--- src/rtl/attn_pkg.sv ---
package attn_pkg;
  localparam int ADDR_W = 4;

  typedef enum logic [ADDR_W-1:0] {
    REG_STAT         = 4'h0,
    REG_STAT_CLR_ALL = 4'h1,
    REG_MASK         = 4'h2,
    REG_MASK_CLR_ALL = 4'h3,
    REG_MASK_SET_SEL = 4'h4,
    REG_MASK_CLR_SEL = 4'h5,
    REG_CTRL         = 4'h6,
    REG_VEC          = 4'h7
  } reg_addr_e;
endpackage

--- src/rtl/attn_rst_sync.sv ---
module attn_rst_sync (
  input  logic clk,
  input  logic rst_n,
  output logic rst_sync_n
);
  logic [1:0] stage_q;

  always_ff @(posedge clk or negedge rst_n) begin
    if (!rst_n) stage_q <= 2'b00;
    else        stage_q <= {stage_q[0], 1'b1};
  end

  assign rst_sync_n = stage_q[1];
endmodule

--- src/rtl/attn_status.sv ---
module attn_status #(
  parameter int NUM_SRC = 12
) (
  input  logic               clk,
  input  logic               rst_n,
  input  logic [NUM_SRC-1:0] src_i,
  input  logic               clr_all_i,
  input  logic [NUM_SRC-1:0] clr_sel_i,
  output logic [NUM_SRC-1:0] status_o,
  output logic [NUM_SRC-1:0] set_evt_o
);
  logic [NUM_SRC-1:0] src_q;
  logic [NUM_SRC-1:0] status_q, status_d;
  logic [NUM_SRC-1:0] clr_vec;
  logic               status_en;

  always_comb begin
    set_evt_o = src_i & ~src_q;
    clr_vec   = clr_sel_i | {NUM_SRC{clr_all_i}};
    status_en = (|set_evt_o) | (|clr_vec);
    // the set term is applied last so a same-cycle event survives the clear
    status_d  = (status_q & ~clr_vec) | set_evt_o;
  end

  always_ff @(posedge clk or negedge rst_n) begin
    if (!rst_n) begin
      src_q    <= '0;
      status_q <= '0;
    end else begin
      src_q <= src_i;
      if (status_en) status_q <= status_d;
    end
  end

  assign status_o = status_q;

  a_r1_rise_sets: assert property (@(posedge clk) disable iff (!rst_n)
    (|set_evt_o) |=> ((status_q & $past(set_evt_o)) == $past(set_evt_o)));

  a_r1_no_spurious_set: assert property (@(posedge clk) disable iff (!rst_n)
    ((status_q & ~$past(status_q) & ~$past(set_evt_o)) == '0));

  a_r2_set_beats_clear: assert property (@(posedge clk) disable iff (!rst_n)
    (|(set_evt_o & clr_vec)) |=> ((status_q & $past(set_evt_o & clr_vec)) == $past(set_evt_o & clr_vec)));

  a_r3_sel_clear: assert property (@(posedge clk) disable iff (!rst_n)
    (|clr_sel_i) |=> ((status_q & $past(clr_sel_i) & ~$past(set_evt_o)) == '0));

  a_r3_clear_all: assert property (@(posedge clk) disable iff (!rst_n)
    clr_all_i |=> ((status_q & ~$past(set_evt_o)) == '0));
endmodule

--- src/rtl/attn_mask.sv ---
module attn_mask #(
  parameter int NUM_SRC = 12
) (
  input  logic               clk,
  input  logic               rst_n,
  input  logic               wr_full_i,
  input  logic [NUM_SRC-1:0] full_wmask_i,
  input  logic [NUM_SRC-1:0] full_data_i,
  input  logic               clr_all_i,
  input  logic [NUM_SRC-1:0] set_sel_i,
  input  logic [NUM_SRC-1:0] clr_sel_i,
  output logic [NUM_SRC-1:0] mask_o
);
  logic [NUM_SRC-1:0] mask_q, mask_d;
  logic               mask_en;

  always_comb begin
    mask_en = wr_full_i | clr_all_i | (|set_sel_i) | (|clr_sel_i);
    mask_d  = mask_q;
    if (wr_full_i) mask_d = (mask_q & ~full_wmask_i) | (full_data_i & full_wmask_i);
    if (clr_all_i) mask_d = '0;
    mask_d = (mask_d | set_sel_i) & ~clr_sel_i;
  end

  always_ff @(posedge clk or negedge rst_n) begin
    if (!rst_n)       mask_q <= '0;
    else if (mask_en) mask_q <= mask_d;
  end

  assign mask_o = mask_q;

  a_r4_full_write_lanes: assert property (@(posedge clk) disable iff (!rst_n)
    wr_full_i |=> ((mask_q & $past(full_wmask_i)) == ($past(full_data_i) & $past(full_wmask_i))));

  a_r4_full_write_keep: assert property (@(posedge clk) disable iff (!rst_n)
    wr_full_i |=> (((mask_q ^ $past(mask_q)) & ~$past(full_wmask_i)) == '0));

  a_r5_sel_set: assert property (@(posedge clk) disable iff (!rst_n)
    (|set_sel_i) |=> ((mask_q & $past(set_sel_i)) == $past(set_sel_i)));

  a_r5_sel_clr: assert property (@(posedge clk) disable iff (!rst_n)
    (|clr_sel_i) |=> ((mask_q & $past(clr_sel_i)) == '0));

  a_r5_clr_all: assert property (@(posedge clk) disable iff (!rst_n)
    clr_all_i |=> (mask_q == '0));
endmodule

--- src/rtl/attn_irq_ctrl.sv ---
module attn_irq_ctrl #(
  parameter int NUM_SRC = 12,
  parameter int VEC_W   = 8
) (
  input  logic               clk,
  input  logic               rst_n,
  input  logic               en_wr_i,
  input  logic               en_data_i,
  input  logic               vec_wr_i,
  input  logic [VEC_W-1:0]   vec_wmask_i,
  input  logic [VEC_W-1:0]   vec_data_i,
  input  logic [NUM_SRC-1:0] status_i,
  input  logic [NUM_SRC-1:0] mask_i,
  input  logic [NUM_SRC-1:0] set_evt_i,
  input  logic               iack_i,
  output logic               en_o,
  output logic [VEC_W-1:0]   vec_o,
  output logic [VEC_W-1:0]   iack_vec_o,
  output logic               irq_o
);
  logic               en_q, en_d;
  logic [VEC_W-1:0]   vec_q, vec_d;
  logic               acked_q, acked_d;
  logic               pending, rearm, ack_take;

  always_comb begin
    pending  = |(status_i & mask_i);
    rearm    = |(set_evt_i & mask_i);
    irq_o    = en_q & pending & ~acked_q;
    ack_take = iack_i & irq_o;

    en_d  = en_wr_i ? en_data_i : en_q;
    vec_d = vec_wr_i ? ((vec_q & ~vec_wmask_i) | (vec_data_i & vec_wmask_i)) : vec_q;

    acked_d = acked_q;
    if (ack_take) acked_d = 1'b1;
    if (rearm)    acked_d = 1'b0;
  end

  always_ff @(posedge clk or negedge rst_n) begin
    if (!rst_n) begin
      en_q    <= 1'b0;
      vec_q   <= '0;
      acked_q <= 1'b0;
    end else begin
      if (en_wr_i)          en_q    <= en_d;
      if (vec_wr_i)         vec_q   <= vec_d;
      if (ack_take | rearm) acked_q <= acked_d;
    end
  end

  assign en_o       = en_q;
  assign vec_o      = vec_q;
  assign iack_vec_o = iack_i ? vec_q : '0;

  a_r6_enable_write: assert property (@(posedge clk) disable iff (!rst_n)
    en_wr_i |=> (en_q == $past(en_data_i)));

  a_r7_vec_write: assert property (@(posedge clk) disable iff (!rst_n)
    vec_wr_i |=> ((vec_q & $past(vec_wmask_i)) == ($past(vec_data_i) & $past(vec_wmask_i))));

  a_r8_ack_release: assert property (@(posedge clk) disable iff (!rst_n)
    (iack_i && irq_o && !rearm) |=> !irq_o);

  a_r8_rearm_needs_event: assert property (@(posedge clk) disable iff (!rst_n)
    ($past(acked_q) && !$past(rearm)) |-> !irq_o);
endmodule

--- src/rtl/attn_irq_regs.sv ---
module attn_irq_regs
  import attn_pkg::*;
#(
  parameter int NUM_SRC = 12,
  parameter int DATA_W  = 16,
  parameter int VEC_W   = 8
) (
  input  logic                clk,
  input  logic                rst_n,
  input  logic [NUM_SRC-1:0]  src_i,
  input  logic [ADDR_W-1:0]   addr_i,
  input  logic                wr_i,
  input  logic                rd_i,
  input  logic [DATA_W-1:0]   wdata_i,
  input  logic [DATA_W/8-1:0] be_i,
  output logic [DATA_W-1:0]   rdata_o,
  input  logic                iack_i,
  output logic [VEC_W-1:0]    iack_vec_o,
  output logic                irq_o
);
  localparam int NUM_LANES = DATA_W / 8;

  logic               rst_sync_n;
  logic [NUM_SRC-1:0] src_lane_m, wsrc;
  logic [VEC_W-1:0]   vec_lane_m;
  logic               wr_stat_sel, wr_stat_all, wr_mask_full, wr_mask_all;
  logic               wr_mask_set, wr_mask_clr, wr_ctrl, wr_vec;
  logic [NUM_SRC-1:0] status, mask, set_evt;
  logic               enable;
  logic [VEC_W-1:0]   vec;

  attn_rst_sync u_rst_sync (
    .clk        (clk),
    .rst_n      (rst_n),
    .rst_sync_n (rst_sync_n)
  );

  for (genvar i = 0; i < NUM_SRC; i++) begin : g_src_lane
    assign src_lane_m[i] = be_i[i / 8];
  end
  for (genvar i = 0; i < VEC_W; i++) begin : g_vec_lane
    assign vec_lane_m[i] = be_i[i / 8];
  end
  if (DATA_W > NUM_SRC) begin : g_unused_hi
    logic unused_wdata_hi;
    assign unused_wdata_hi = ^wdata_i[DATA_W-1:NUM_SRC];
  end

  always_comb begin
    wsrc         = wdata_i[NUM_SRC-1:0] & src_lane_m;
    wr_stat_sel  = wr_i && (addr_i == REG_STAT);
    wr_stat_all  = wr_i && (addr_i == REG_STAT_CLR_ALL);
    wr_mask_full = wr_i && (addr_i == REG_MASK);
    wr_mask_all  = wr_i && (addr_i == REG_MASK_CLR_ALL);
    wr_mask_set  = wr_i && (addr_i == REG_MASK_SET_SEL);
    wr_mask_clr  = wr_i && (addr_i == REG_MASK_CLR_SEL);
    wr_ctrl      = wr_i && (addr_i == REG_CTRL) && be_i[0];
    wr_vec       = wr_i && (addr_i == REG_VEC) && (|vec_lane_m);
  end

  attn_status #(.NUM_SRC(NUM_SRC)) u_status (
    .clk       (clk),
    .rst_n     (rst_sync_n),
    .src_i     (src_i),
    .clr_all_i (wr_stat_all),
    .clr_sel_i (wr_stat_sel ? wsrc : '0),
    .status_o  (status),
    .set_evt_o (set_evt)
  );

  attn_mask #(.NUM_SRC(NUM_SRC)) u_mask (
    .clk          (clk),
    .rst_n        (rst_sync_n),
    .wr_full_i    (wr_mask_full),
    .full_wmask_i (src_lane_m),
    .full_data_i  (wdata_i[NUM_SRC-1:0]),
    .clr_all_i    (wr_mask_all),
    .set_sel_i    (wr_mask_set ? wsrc : '0),
    .clr_sel_i    (wr_mask_clr ? wsrc : '0),
    .mask_o       (mask)
  );

  attn_irq_ctrl #(.NUM_SRC(NUM_SRC), .VEC_W(VEC_W)) u_irq (
    .clk         (clk),
    .rst_n       (rst_sync_n),
    .en_wr_i     (wr_ctrl),
    .en_data_i   (wdata_i[0]),
    .vec_wr_i    (wr_vec),
    .vec_wmask_i (vec_lane_m),
    .vec_data_i  (wdata_i[VEC_W-1:0]),
    .status_i    (status),
    .mask_i      (mask),
    .set_evt_i   (set_evt),
    .iack_i      (iack_i),
    .en_o        (enable),
    .vec_o       (vec),
    .iack_vec_o  (iack_vec_o),
    .irq_o       (irq_o)
  );

  always_comb begin
    rdata_o = '0;
    if (rd_i) begin
      case (addr_i)
        REG_STAT: rdata_o[NUM_SRC-1:0] = status;
        REG_MASK: rdata_o[NUM_SRC-1:0] = mask;
        REG_CTRL: rdata_o[0]           = enable;
        REG_VEC:  rdata_o[VEC_W-1:0]   = vec;
        default:  rdata_o              = '0;
      endcase
    end
  end

  a_r9_reset_quiet: assert property (@(posedge clk)
    (!rst_sync_n) |=> (!irq_o && status == '0 && mask == '0 && vec == '0));

  a_r9_no_read_no_data: assert property (@(posedge clk) disable iff (!rst_sync_n)
    !rd_i |-> (rdata_o == '0));

  initial begin
    a_r4_lanes_cover: assert (NUM_LANES * 8 == DATA_W && NUM_SRC <= DATA_W && VEC_W <= DATA_W);
  end
endmodule

--- config.mk ---
export PLATFORM = sky130hd
export DESIGN_NAME = attn_irq_regs
export DESIGN_NICKNAME = d
export VERILOG_FILES = /design/src/rtl/attn_pkg.sv /design/src/rtl/attn_rst_sync.sv /design/src/rtl/attn_status.sv /design/src/rtl/attn_mask.sv /design/src/rtl/attn_irq_ctrl.sv /design/src/rtl/attn_irq_regs.sv
export SDC_FILE = /design/constraint.sdc
export NUM_CORES = 1
export LEC_CHECK = 0
export BUFFER_PORTS_ARGS = -buffer_cell sky130_fd_sc_hd__buf_2
export CORE_ASPECT_RATIO = 0.5
export CORE_MARGIN = 2
export CORE_UTILIZATION = 53
export CTS_CLUSTER_DIAMETER = 60
export DETAILED_ROUTE_END_ITERATION = 10
export PLACE_DENSITY = 0.78
export SYNTH_ARGS = -nofsm -noshare
export SYNTH_HDL_FRONTEND = slang
export SYNTH_HIERARCHICAL = 1
export SYNTH_SLANG_ARGS = --single-unit
--- constraint.sdc ---
create_clock -name clk -period 2.15 [get_ports clk]
set_clock_uncertainty 0.1 [all_clocks]
set_input_delay 0.1075 -clock clk [delete_from_list [all_inputs] [get_ports clk]]
set_output_delay 0.1075 -clock clk [all_outputs]
set_load 0.05 [all_outputs]
==> results of run 1 <==
through the flow:
stage               setup WS, ps  cells  hold WS, ps
finish                       128    453         15.3
global route                95.5    453        0.471
CTS                          168    453         1.49
detailed placement           298    424         -205
global placement             424    424         -206
floorplan                   56.6    312         -288
power by group:
part / leakage, nW / switching (mW) / internal, mW / total (mW)
logic: 0.973 / 0.311 / 0.228 / 0.539
clock network: 0.0515 / 0.307 / 0.294 / 0.601
registers: 0.565 / 0.108 / 1.01 / 1.11
total: 1.59 / 0.725 / 1.53 / 2.25
synth_stat cells (all sizes together), types with 3 or more instances:
cell / number / area [sq um]
and4b: 13 / 134
a221oi: 3 / 26.3
dfrtp: 48 / 1200
nor2: 69 / 292
nor2b: 13 / 81.3
a21oi: 5 / 25.0
a21o: 12 / 90.1
and2: 8 / 50.1
and3: 8 / 50.1
mux2i: 4 / 40.0
nand3b: 4 / 42.5
nand2: 36 / 143
nand3: 3 / 20.0
o21ai: 4 / 20.0
a22oi: 9 / 87.6
a22o: 3 / 26.3
buf: 17 / 133
a311oi: 12 / 105
nor3b: 5 / 37.5
and2b: 3 / 25.0
mux2: 14 / 158
logic make-up after synthesis:
kind of cell | count (synthesis)
other | 2
AND/OR/NAND/NOR | 170
AO/OA/AOI/OAI | 51
buffers and inverters | 20
multiplexers | 18
flip-flops | 48
path summary, 6_finish.rpt:
path / from / to / slack [ps]
min: wdata_i[3] / register / 20
min in group asynchronous: u_rst_sync/stage_q[1] / u_mask/mask_o[10] / 240
max: u_mask/mask_o[6] / irq_o / 130
max reg2reg: u_mask/mask_o[6] / u_irq/acked_q / 620
min reg2reg: u_rst_sync/stage_q[1] / u_mask/mask_o[10] / 240
max in group asynchronous: u_rst_sync/stage_q[1] / u_mask/mask_o[5] / 1280
layout make-up:
| cell class | count | area share |
|---|---|---|
| Clock buffer | 8 | 0.0287 |
| Timing Repair Buffer | 82 | 0.152 |
| Inverter | 1 | 0.00108 |
| Multi-Input combinational cell | 244 | 0.448 |
| Sequential cell | 48 | 0.345 |
| Tap cell | 70 | 0.0251 |
layer usage:
layer  GRT usage  part of all wire  vias up
li1            -                 -     1230
met4      0.0842             0.014        0
met5           0                 0        -
met2       0.413              0.45      157
met3      0.0569              0.11       10
met1       0.391              0.43     1325
worst max-delay path, stage by stage, from the launching register on:
cell	delay [ps]
dfrtp_1	470
a22o_1	220
a221oi_1	270
and3_1	250
nor3b_1	80
buf_2	210
==> metrics.cfg, run 1 <==
[run_status]
outcome=completed

[detailed_routing]
wl_per_cell_microns=17.9
num_vias=2722
drtIter0Drc=201
firstDrtPassIters=4
drc=0
viasPerCell=6.01
ant_nets=0
totalWireLength_microns=8090

[cells_and_area]
layout.nets=421
syn_to_final_growth_pct=20.4
final_common_cell=nor2_1
multiInputGateArea_sq_mm=0.00156
final_cell_mix=58 x nor2_1, 55 x buf_2, 47 x dfrtp_1, 35 x nand2_1, 21 x dlygate4sd3_1
drive_gt1_frac=0.282
final_util=0.685
final_area_sq_mm=0.00349
fillerInstances=409
ff_latch_area_sq_mm=0.00120
diodes=0

[critical_path]
end_kind=primary output
critPathKind=reg -> out
cp_data_arrival_time_ps=1810
path_max_fanout=4
r2r_cells=4
crit_required_ps=1940
cp-start-kind=register

[clock_network]
post_cts_buffers=0
clkTransAtPathRegs_ps=90
cts_inserted_buffers=5
root_buffer=clkbuf_8
htreeDepth=2
cts_tree=yes
clk_path_buf_depth=2
clk_latency_ps=310
cts_resized=0
cts_hold_buffers=21
cts.sinks=48

[timing]
report.final.slew_viol_count=0
slew_headroom=0.595
tns_ps=0
fmaxAchievable_ghz=0.495
layout_min_cycle_time_ps=2020
rsz0062_at_grt=false
hold_viol_final=0
finalSetupViolations=0
finalCritPeriodShare=0.940
tightest_slew_ps=607

[synthesis]
ys_ff_latch=48
synth_xor_area_frac=0
synth_fa_ha_area_frac=0
synth_top_family_by_area=simple AND/OR/NAND/NOR gates
synthSimpleGateAreaFrac=0.324
ys_warn_count=6
async_flop_share=1.00
synth_cells=309
synth_compound_area_frac=0.140
synthMuxAreaShare=0.0683
ys.flop_type=dfrtp_1
yosysSeqAreaShare=0.415
synth_cell_types=44
synth-edff-count=0
syn_area_sq_mm=0.00290
syn_avg_cell_area_sq_um=9.37

[worst_hold_path]
hp-class=in -> reg
min_path_cells=2

[power_and_ir_drop]
total_power_mw=2.25
p_leak_nw=1.59
ir_drop_mv=0.310
pwr_density_cell_mw_per_mm2=647

[global_route]
grt_max_degree=47
grt_first_pass_wirelength_microns=12700
overflow=0
grt_pass1_vias=2469
antenna_found_initial=0
track_usage=0.272

[floorplan]
die_w_microns=109
die_area_sq_mm=0.00611
die_y_microns=56.3
start_util=0.569
rows=18
ios=64
core_sq_mm=0.00509

[place]
globalplace.congestion=0.850
dpl_cell_area_sq_mm=0.00318
dp_hpwl_microns=5610
portBuffers=55

[job]
max_cap_viol_count=0

No activity file was read; power rests on OpenSTA's default activity.
==> run 2, diff against run 1 <==
CELL_PAD_IN_SITES_DETAIL_PLACEMENT = 0   (was not set)
CELL_PAD_IN_SITES_GLOBAL_PLACEMENT = 1   (was not set)
CORE_MARGIN = not set   (was 2)
CORE_UTILIZATION = 41   (was 53)
PLACE_DENSITY = not set   (was 0.78)
PLACE_DENSITY_LB_ADDON = 0.1   (was not set)
==> metrics.cfg, run 2 (synthesized netlist as in run 1, its figures left out) <==
[clock_network]
cts_inserted_buffers=5  ; unchanged
clk_path_buf_depth=2  ; unchanged
cts.sinks=48  ; unchanged
post_cts_buffers=0  ; unchanged
clk_latency_ps=290  ; -20 ps
clkTransAtPathRegs_ps=70  ; -20 ps
htreeDepth=2  ; unchanged
root_buffer=clkbuf_16
cts_tree=yes

[timing]
slew_headroom=0.657  ; +0.0622
layout_min_cycle_time_ps=1980  ; -37.6 ps
finalCritPeriodShare=0.923  ; -0.0175
hold_viol_final=0  ; unchanged
layout_setup_ws_ps=166  ; +37.6 ps
fmaxAchievable_ghz=0.504  ; +1.9%
tns_ps=0  ; unchanged
finalSetupViolations=0  ; unchanged
report.final.slew_viol_count=0  ; unchanged
tightest_slew_ps=514  ; -93.3 ps
rsz0062_at_grt=false

[power_and_ir_drop]
pwr_density_cell_mw_per_mm2=730  ; +13%
ir_drop_mv=0.376  ; +21%
total_power_mw=2.59  ; +15%
p_leak_nw=1.61  ; +1.2%

[floorplan]
core_sq_mm=0.00675  ; +33%
die_y_microns=61.4  ; +9.2%
die_w_microns=121  ; +11%
start_util=0.429  ; -0.140
ios=64  ; unchanged
die_area_sq_mm=0.00742  ; +22%
rows=21  ; +3

[critical_path]
path_max_fanout=4  ; unchanged
cp-start-kind=register
crit_required_ps=1940  ; about the same
end_kind=primary output
critPathKind=reg -> out
r2r_cells=4  ; unchanged
cp_data_arrival_time_ps=1780  ; -30 ps

[detailed_routing]
totalWireLength_microns=8230  ; +1.6%
drc=0  ; unchanged
num_vias=2532  ; -7.0%
wl_per_cell_microns=17.5  ; -2.3%
firstDrtPassIters=4  ; unchanged
drtIter0Drc=146  ; -27%
viasPerCell=5.38  ; -11%
ant_nets=0  ; unchanged

[place]
dp_hpwl_microns=6170  ; +10%
globalplace.congestion=0.865  ; +1.8%
portBuffers=55  ; unchanged
pre_cts_slack_ps=310  ; +11.3 ps

[cells_and_area]
final_common_cell=nor2_1
fillerInstances=649  ; +59%
layout.nets=417  ; -0.95%
syn_to_final_growth_pct=22.6
drive_gt1_frac=0.290  ; +0.00825
diodes=0  ; unchanged
final_cell_mix=58 x nor2_1, 55 x buf_2, 47 x dfrtp_1, 35 x nand2_1, 16 x dlygate4sd3_1

[worst_hold_path]
min_path_cells=2  ; unchanged
hp-class=in -> reg

[job]
max_cap_viol_count=0  ; unchanged

[global_route]
grt_first_pass_wirelength_microns=12500  ; -1.3%
grt_max_degree=35  ; -26%
grt_util_met1=0.351  ; -0.0398
overflow=0  ; unchanged
gr-max-usage-layer=met1
grtUsageMet3=0.0435  ; -0.0134
grt_pass1_vias=2291  ; -7.2%
track_usage=0.232  ; -0.0405
antenna_found_initial=0  ; unchanged
grt_use_met2=0.348  ; -0.0656

[run_status]
outcome=completed

-- run 2: cell count changes in the layout (fill, tap and decap cells not counted), sizes merged --
| cell | before | now |
|---|---|---|
| clkbuf | 8 | 6 |
| buf | 61 | 62 |
| clkinv | 0 | 1 |
| dlygate4sd3 | 21 | 16 |
| bufinv | 0 | 1 |
-- run 2: worst paths after layout --
check                                            from                    endpoint  slack, ps
worst max register to register       u_mask/mask_o[3]               u_irq/acked_q        620
max in group asynchronous       u_rst_sync/stage_q[1]  asynchronous set/reset pin       1230
worst max-delay path                u_mask/mask_o[10]                       irq_o        170
worst min-delay path                       wdata_i[3]                    register          4
worst min register to register  u_rst_sync/stage_q[1]           u_status/src_q[4]        130
min in group asynchronous                       rst_n       u_rst_sync/stage_q[1]         10
-- run 2: metal layers --
metal	up-vias	part of all wire
li1	1223	-
met1	1232	0.53
met2	73	0.42
met3	4	0.047
met4	0	0.0046
met5	-	0
-- run 2: repair_timing --
action | 4_1_cts | 5_1_grt
gates resized for setup | 0 | 0
hold endpoints to repair | 17 | 0
hold buffers | 16 | 0
-- run 2: cell type report --
class | count | area, sq um | area share
multi-input combinational | 244 | 1560 | 0.440
tap | 92 | 115 | 0.0324
inverter | 1 | 3.75 | 0.00106
clock inverter | 2 | 38.8 | 0.0109
timing repair buffer | 78 | 488 | 0.138
clock buffer | 6 | 139 | 0.0391
sequential | 48 | 1200 | 0.339
-- run 2: power breakdown --
| group | internal [mW] | switching [mW] |
|---|---|---|
| Combinational | 0.223 | 0.297 |
| Sequential | 1.01 | 0.128 |
| Clock | 0.583 | 0.351 |
| Total | 1.81 | 0.776 |
-- run 2: critical path: stages, from the launching register on --
cell and delay, ps:
dfrtp_1 440, a22o_1 230, a221oi_1 270, and3_1 250, nor3b_1 70, buf_2 210
-- run 2: stage by stage --
stage	hold slack (ps)	util	instance area [sq um]	instances
after floorplan	-288	-	2910	312
after global placement	-206	0.475	3210	447
after detailed placement	-206	0.475	3210	447
after CTS	9.92	0.525	3550	471
after global routing	21.8	0.525	3550	471
final	4.00	0.525	3550	471
